--- src/rtl/wbuf_pkg.sv ---
package wbuf_pkg;
  typedef enum logic [1:0] {
    RD_IDLE  = 2'd0,
    RD_ISSUE = 2'd1,
    RD_WAIT  = 2'd2
  } rd_state_t;
endpackage

--- src/rtl/wbuf_store.sv ---
// FIFO storage of pending writes; all entries visible for parallel lookup.
module wbuf_store #(
  parameter int AW    = 32,
  parameter int DW    = 32,
  parameter int DEPTH = 4,   // power of two
  localparam int PTR_W = (DEPTH > 1) ? $clog2(DEPTH) : 1,
  localparam int CNT_W = $clog2(DEPTH + 1)
) (
  input  logic                      clk,
  input  logic                      rst,
  input  logic                      enq,
  input  logic [AW-1:0]             enq_addr,
  input  logic [DW-1:0]             enq_data,
  input  logic                      deq,
  output logic [PTR_W-1:0]          head,
  output logic [CNT_W-1:0]          count,
  output logic                      full,
  output logic                      empty,
  output logic [DEPTH-1:0][AW-1:0]  ent_addr,
  output logic [DEPTH-1:0][DW-1:0]  ent_data,
  output logic [DEPTH-1:0]          ent_vld,
  output logic [AW-1:0]             head_addr,
  output logic [DW-1:0]             head_data
);
  logic [PTR_W-1:0] tail;

  always_ff @(posedge clk) begin
    if (rst) begin
      head    <= '0;
      tail    <= '0;
      count   <= '0;
      ent_vld <= '0;
    end else begin
      if (enq) begin
        ent_vld[tail] <= 1'b1;
        tail          <= tail + PTR_W'(1);
      end
      if (deq) begin
        ent_vld[head] <= 1'b0;
        head          <= head + PTR_W'(1);
      end
      case ({enq, deq})
        2'b10:   count <= count + CNT_W'(1);
        2'b01:   count <= count - CNT_W'(1);
        default: count <= count;
      endcase
    end
  end

  // payload registers carry no reset
  always_ff @(posedge clk) begin
    if (enq) begin
      ent_addr[tail] <= enq_addr;
      ent_data[tail] <= enq_data;
    end
  end

  assign full      = (count == CNT_W'(DEPTH));
  assign empty     = (count == '0);
  assign head_addr = ent_addr[head];
  assign head_data = ent_data[head];
endmodule

--- src/rtl/wbuf_match.sv ---
// Parallel address compare; the youngest hit supplies the data.
module wbuf_match #(
  parameter int AW    = 32,
  parameter int DW    = 32,
  parameter int DEPTH = 4,
  localparam int PTR_W = (DEPTH > 1) ? $clog2(DEPTH) : 1
) (
  input  logic [AW-1:0]             look_addr,
  input  logic [PTR_W-1:0]          head,
  input  logic [DEPTH-1:0][AW-1:0]  ent_addr,
  input  logic [DEPTH-1:0][DW-1:0]  ent_data,
  input  logic [DEPTH-1:0]          ent_vld,
  output logic                      hit,
  output logic [DW-1:0]             hit_data
);
  logic [DEPTH-1:0] eq;

  for (genvar g = 0; g < DEPTH; g++) begin : g_cmp
    assign eq[g] = ent_vld[g] && (ent_addr[g] == look_addr);
  end

  always_comb begin
    logic [PTR_W-1:0] idx;
    hit      = |eq;
    hit_data = '0;
    // walk from oldest to youngest so the last match wins
    for (int k = 0; k < DEPTH; k++) begin
      idx = head + PTR_W'(k);
      if (eq[idx]) hit_data = ent_data[idx];
    end
  end
endmodule

--- src/rtl/wbuf_rdctl.sv ---
// Read-miss sequencing and memory port arbitration (reads before writes).
module wbuf_rdctl
  import wbuf_pkg::*;
#(
  parameter int AW     = 32,
  parameter int DW     = 32,
  parameter bit FWD_EN = 1'b1
) (
  input  logic          clk,
  input  logic          rst,
  input  logic          rd_valid,
  input  logic [AW-1:0] rd_addr,
  output logic          rd_ready,
  input  logic          hit,
  input  logic [DW-1:0] hit_data,
  input  logic          empty,
  input  logic [AW-1:0] head_addr,
  input  logic [DW-1:0] head_data,
  output logic          deq,
  output logic          mem_valid,
  output logic          mem_write,
  output logic [AW-1:0] mem_addr,
  output logic [DW-1:0] mem_wdata,
  input  logic          mem_ready,
  input  logic          mem_rvalid,
  input  logic [DW-1:0] mem_rdata,
  output logic          rsp_valid,
  output logic [DW-1:0] rsp_data,
  output logic          rsp_fwd,
  output rd_state_t     state
);
  logic [AW-1:0] rd_q;
  logic          read_go;

  always_comb begin
    rd_ready  = (state == RD_IDLE);
    read_go   = (state == RD_ISSUE) && (FWD_EN || empty);
    mem_valid = read_go || !empty;
    mem_write = !read_go;
    mem_addr  = read_go ? rd_q : head_addr;
    mem_wdata = head_data;
    deq       = !read_go && !empty && mem_ready;
  end

  always_ff @(posedge clk) begin
    if (rst) begin
      state     <= RD_IDLE;
      rd_q      <= '0;
      rsp_valid <= 1'b0;
      rsp_data  <= '0;
      rsp_fwd   <= 1'b0;
    end else begin
      rsp_valid <= 1'b0;
      case (state)
        RD_IDLE: begin
          if (rd_valid) begin
            if (FWD_EN && hit) begin
              rsp_valid <= 1'b1;
              rsp_data  <= hit_data;
              rsp_fwd   <= 1'b1;
            end else begin
              rd_q  <= rd_addr;
              state <= RD_ISSUE;
            end
          end
        end
        RD_ISSUE: if (read_go && mem_ready) state <= RD_WAIT;
        RD_WAIT: begin
          if (mem_rvalid) begin
            rsp_valid <= 1'b1;
            rsp_data  <= mem_rdata;
            rsp_fwd   <= 1'b0;
            state     <= RD_IDLE;
          end
        end
        default: state <= RD_IDLE;
      endcase
    end
  end
endmodule

--- src/rtl/wbuf_bypass.sv ---
module wbuf_bypass
  import wbuf_pkg::*;
#(
  parameter int AW     = 32,
  parameter int DW     = 32,
  parameter int DEPTH  = 4,     // power of two
  parameter bit FWD_EN = 1'b1,  // 0: read waits for an empty queue
  localparam int PTR_W = (DEPTH > 1) ? $clog2(DEPTH) : 1,
  localparam int CNT_W = $clog2(DEPTH + 1)
) (
  input  logic          clk,
  input  logic          rst,
  input  logic          wr_valid,
  input  logic [AW-1:0] wr_addr,
  input  logic [DW-1:0] wr_data,
  output logic          wr_full,
  input  logic          rd_valid,
  input  logic [AW-1:0] rd_addr,
  output logic          rd_ready,
  output logic          rsp_valid,
  output logic [DW-1:0] rsp_data,
  output logic          rsp_fwd,
  output logic          mem_valid,
  output logic          mem_write,
  output logic [AW-1:0] mem_addr,
  output logic [DW-1:0] mem_wdata,
  input  logic          mem_ready,
  input  logic          mem_rvalid,
  input  logic [DW-1:0] mem_rdata
);
  logic                     enq, deq, empty, hit;
  logic [PTR_W-1:0]         head;
  logic [CNT_W-1:0]         count;
  logic [DEPTH-1:0][AW-1:0] ent_addr;
  logic [DEPTH-1:0][DW-1:0] ent_data;
  logic [DEPTH-1:0]         ent_vld;
  logic [AW-1:0]            head_addr;
  logic [DW-1:0]            head_data, hit_data;
  rd_state_t                rd_state;

  assign enq = wr_valid && !wr_full;

  wbuf_store #(.AW(AW), .DW(DW), .DEPTH(DEPTH)) u_store (
    .clk(clk), .rst(rst), .enq(enq), .enq_addr(wr_addr), .enq_data(wr_data),
    .deq(deq), .head(head), .count(count), .full(wr_full), .empty(empty),
    .ent_addr(ent_addr), .ent_data(ent_data), .ent_vld(ent_vld),
    .head_addr(head_addr), .head_data(head_data)
  );

  wbuf_match #(.AW(AW), .DW(DW), .DEPTH(DEPTH)) u_match (
    .look_addr(rd_addr), .head(head), .ent_addr(ent_addr),
    .ent_data(ent_data), .ent_vld(ent_vld), .hit(hit), .hit_data(hit_data)
  );

  wbuf_rdctl #(.AW(AW), .DW(DW), .FWD_EN(FWD_EN)) u_ctl (
    .clk(clk), .rst(rst), .rd_valid(rd_valid), .rd_addr(rd_addr),
    .rd_ready(rd_ready), .hit(hit), .hit_data(hit_data), .empty(empty),
    .head_addr(head_addr), .head_data(head_data), .deq(deq),
    .mem_valid(mem_valid), .mem_write(mem_write), .mem_addr(mem_addr),
    .mem_wdata(mem_wdata), .mem_ready(mem_ready), .mem_rvalid(mem_rvalid),
    .mem_rdata(mem_rdata), .rsp_valid(rsp_valid), .rsp_data(rsp_data),
    .rsp_fwd(rsp_fwd), .state(rd_state)
  );
endmodule

--- config.mk ---
export PLATFORM = sky130hd
export DESIGN_NAME = wbuf_bypass
export DESIGN_NICKNAME = d
export VERILOG_FILES = /design/src/rtl/wbuf_pkg.sv /design/src/rtl/wbuf_store.sv /design/src/rtl/wbuf_match.sv /design/src/rtl/wbuf_rdctl.sv /design/src/rtl/wbuf_bypass.sv
export SDC_FILE = /design/constraint.sdc
export NUM_CORES = 1
export LEC_CHECK = 0
export BUFFER_PORTS_ARGS = -buffer_cell sky130_fd_sc_hd__buf_2
export CORE_MARGIN = 2
export CORE_UTILIZATION = 58
export CTS_CLUSTER_SIZE = 24
export DETAILED_ROUTE_END_ITERATION = 12
export GPL_TIMING_DRIVEN = 1
export PLACE_DENSITY = 0.87
export SLEW_MARGIN = 20
export SYNTH_ARGS = -nofsm -noshare
export SYNTH_HDL_FRONTEND = slang
export SYNTH_SLANG_ARGS = --single-unit
--- constraint.sdc ---
create_clock -name clk -period 4.6 [get_ports clk]
set_input_delay 1.15 -clock clk [delete_from_list [all_inputs] [get_ports clk]]
set_output_delay 1.15 -clock clk [all_outputs]
set_load 0.02 [all_outputs]
==> results.py <==
metrics = {
    "status": {
        "status": "complete, no violations",
    },
    "floorplanning": {
        "die_w_um": 175,
        "io-pin-count": 236,
        "dieArea_um2": 30600,
        "start_util": 0.590,
        "core-area_um2": 28700,
        "die_y_um": 175,
        "fp-row-count": 62,
    },
    "logic_synthesis": {
        "synth_top_cell_by_area": "edfxtp_1",
        "netlist_instances": 1276,
        "synth_area_um2": 16900,
        "synth.top_cell.area_share": 0.454,
        "synth_cell_types": 54,
        "synth_edf_count": 256,
        "async_reset_ff_frac": 0,
        "ys_seq_area_frac": 0.547,
        "ys_top_cells_by_area": "edfxtp_1 45%, mux2_2 11%, dfxtp_1 9.3%",
        "synthesis.nets": 1420,
        "ys_ff_latch": 335,
        "ys_warn_count": 0,
        "synthFlopType": "edfxtp_1",
        "syn-mean-instance-area_um2": 13.3,
    },
    "timing": {
        "period_minus_slack_ps": 4090,
        "rsz0062_at_grt": "false",
        "setup_viol": 0,
        "fmax_ghz": 0.245,
        "drv_slew": 0,
        "fin_crit_sh": 0.889,
        "setup_ws_ps": 513,
        "tns_ps": 0,
        "worstMarginPinSlew_ps": 1180,
        "hold_violations": 0,
        "skew_ps": 31.3,
        "slew-limit-headroom": 0.211,
    },
    "clock_network": {
        "cts_resized": 0,
        "cts_buffers": 36,
        "cts_sinks": 335,
        "postCtsHoldBufs": 0,
        "worstSkewPairLatency_ps": 520,
        "clkTransAtPathRegs_ps": 60,
        "cts_tree": "done",
        "cts.path.max_buffers": 3,
        "htreeDepth": 2,
        "clockRootBuffer": "clkbuf_16",
        "post_cts_buffers": 0,
    },
    "power": {
        "powerDensity_nw_per_um2": 493,
        "ir_worst_vdd_v": 0.000489,
        "power.leakage_nw": 7.28,
    },
    "worst_setup_path": {
        "r2r_start": "u_store.head[1]$_SDFFE_PP0P_",
        "cpMaxStageDelayCell": "a21oi_4",
        "r2r_end": "u_ctl.rsp_data[2]$_SDFFE_PP0P_",
        "worst_setup_path_start_kind": "input port",
        "cp-startpoint": "rd_addr[12]",
        "worst_setup_path_end_kind": "register",
        "rrSetupSlack_ps": 830,
        "path_cells": "buf_2, xor2_1, nor4_1, nand4_1, or3_1, a41oi_4, o211ai_1, a21oi_4, a221o_1",
        "path_class": "in -> reg",
        "worst-path-max-fanout": 32,
        "critPathMaxStageDelay_ps": 910,
        "r2r_cells": 7,
        "cp_data_arrival_time_ps": 4530,
        "critPathRequiredTime_ps": 5040,
    },
    "grt": {
        "grt_max_degree": 168,
        "grt_pass1_wl_um": 71400,
        "grt_pass1_vias": 12100,
        "antenna_found_initial": 15,
        "track_usage": 0.303,
        "grt-ovfl-total": 0,
    },
    "detailed_routing": {
        "wl_um": 46900,
        "first_pass_iters": 5,
        "drtIter0Drc": 1389,
        "wl_per_cell_um": 24.9,
        "vias": 12300,
        "drc": 0,
        "antenna_left": 0,
        "routed_via_density": 6.50,
    },
    "placed_design": {
        "hpwl_um": 29100,
        "dp_slack_ps": 133,
        "io_buffers": 235,
        "gp_congestion": 0.910,
    },
    "final_layout": {
        "fillCellCount": 1933,
        "area_growth_pct": 16.4,
        "drive_above_1_share": 0.357,
        "nets": 1605,
    },
    "worst_hold_path": {
        "hold_path.startpoint": "u_ctl.rd_q[0]$_SDFFE_PP0P_",
        "hold_class": "reg -> reg",
        "whs_path_depth": 2,
        "hold_end": "u_ctl.rd_q[0]$_SDFFE_PP0P_",
    },
    "flow_run": {
        "max_cap_violations": 0,
    },
}
[how the worst max path moves through the flow]
stage	end	slack (ps)
floorplan	mem_addr[12]	670
global route	u_ctl.rsp_data[11]$_SDFFE_PP0P_	400
global placement	u_ctl.rsp_data[12]$_SDFFE_PP0P_	200
CTS	u_ctl.rsp_data[8]$_SDFFE_PP0P_	630
detailed placement	u_ctl.rsp_data[19]$_SDFFE_PP0P_	130
finish	u_ctl.rsp_data[2]$_SDFFE_PP0P_	510
[worst max-delay path: cells and delay by family]
family / cells / cell delay, ps
compound gates: 4 / 1640
xor+xnor: 1 / 180
simple gates: 3 / 1350
buf+inv: 1 / 140
[synth_stat cells (30+ instances only)]
master	number
nor4_1	32
a221o_1	33
or4b_1	30
o211ai_1	32
a22oi_1	32
clkbuf_1	91
dfxtp_1	79
edfxtp_1	256
a32oi_1	32
mux2i_1	66
mux2_2	159
mux4_2	32
xor2_1	124
nor2_1	150
[per-stage QoR]
stage          utilization  instances  total power, mW  area (µm²)  hold slack, ps
6_report             0.687       1886             9.73       19700             495
5_1_grt              0.687       1883             10.1       19700             523
4_1_cts              0.686       1873             9.71       19700             496
3_5_place_dp         0.643       1807             6.77       18500             477
3_3_place_gp         0.643       1807             6.70       18500             468
2_1_floorplan            -       1276             5.88       16900             456
[final cells by class]
cell class	instances	area (µm²)	area share
Clock inverter	16	170	0.00863
Sequential cell	335	9270	0.470
Multi-Input combinational cell	815	7210	0.366
Antenna cell	13	32.5	0.00165
Timing Repair Buffer	259	1440	0.0732
Clock buffer	50	1060	0.0535
Tap cell	384	480	0.0244
Inverter	14	52.6	0.00266
[cells by family (layout without fill, tap and decap cells)]
family | count (synthesis) | count (layout) | share of synthesized area
other | 0 | 13 | 0
and+or+nand+nor | 265 | 265 | 0.0834
AOI/OAI and AO/OA | 154 | 154 | 0.0770
adders and majority gates | 10 | 10 | 0.00783
buffers and inverters | 126 | 339 | 0.0306
muxes | 257 | 257 | 0.187
DFF | 335 | 335 | 0.547
xor gates and xnor gates | 129 | 129 | 0.0667
[sequential cells by signal, indices dropped and copies added, names as in the netlist]
name and cells:
u_store.ent_addr 128, u_store.ent_data 128, u_ctl.rd_q 32, u_ctl.rsp_data 32, u_store.ent_vld 4, u_store.count 3
u_ctl.state 2, u_store.head 2, u_store.tail 2, u_ctl.rsp_fwd 1, u_ctl.rsp_valid 1
[power by group]
part	switching (mW)	total [mW]	internal, mW
Sequential	0.147	3.71	3.56
Clock	1.18	2.96	1.78
Combinational	1.82	3.07	1.25
[cell usage in the layout, fill, tap and decap left out, types with 7 or more instances in the layout]
cell	instances
a221o_1	33
a22oi_1	32
a32oi_1	32
buf_12	7
buf_2	235
buf_4	17
clkbuf_16	38
clkinv_2	7
dfxtp_1	77
diode_2	13
edfxtp_1	256
ha_1	9
inv_1	12
mux2_2	159
mux2i_1	66
mux4_2	32
nand3_1	9
nor2_1	149
nor3_1	8
nor4_1	32
o211ai_1	32
or4b_1	30
xor2_1	124
[metal layers]
metal	vias up	routed length (µm)	track usage
li1	5285	-	-
met1	5994	18000	0.412
met2	815	22100	0.484
met3	167	4820	0.0622
met4	6	1990	0.115
met5	-	41	0
(Power assumes the default switching activity.)
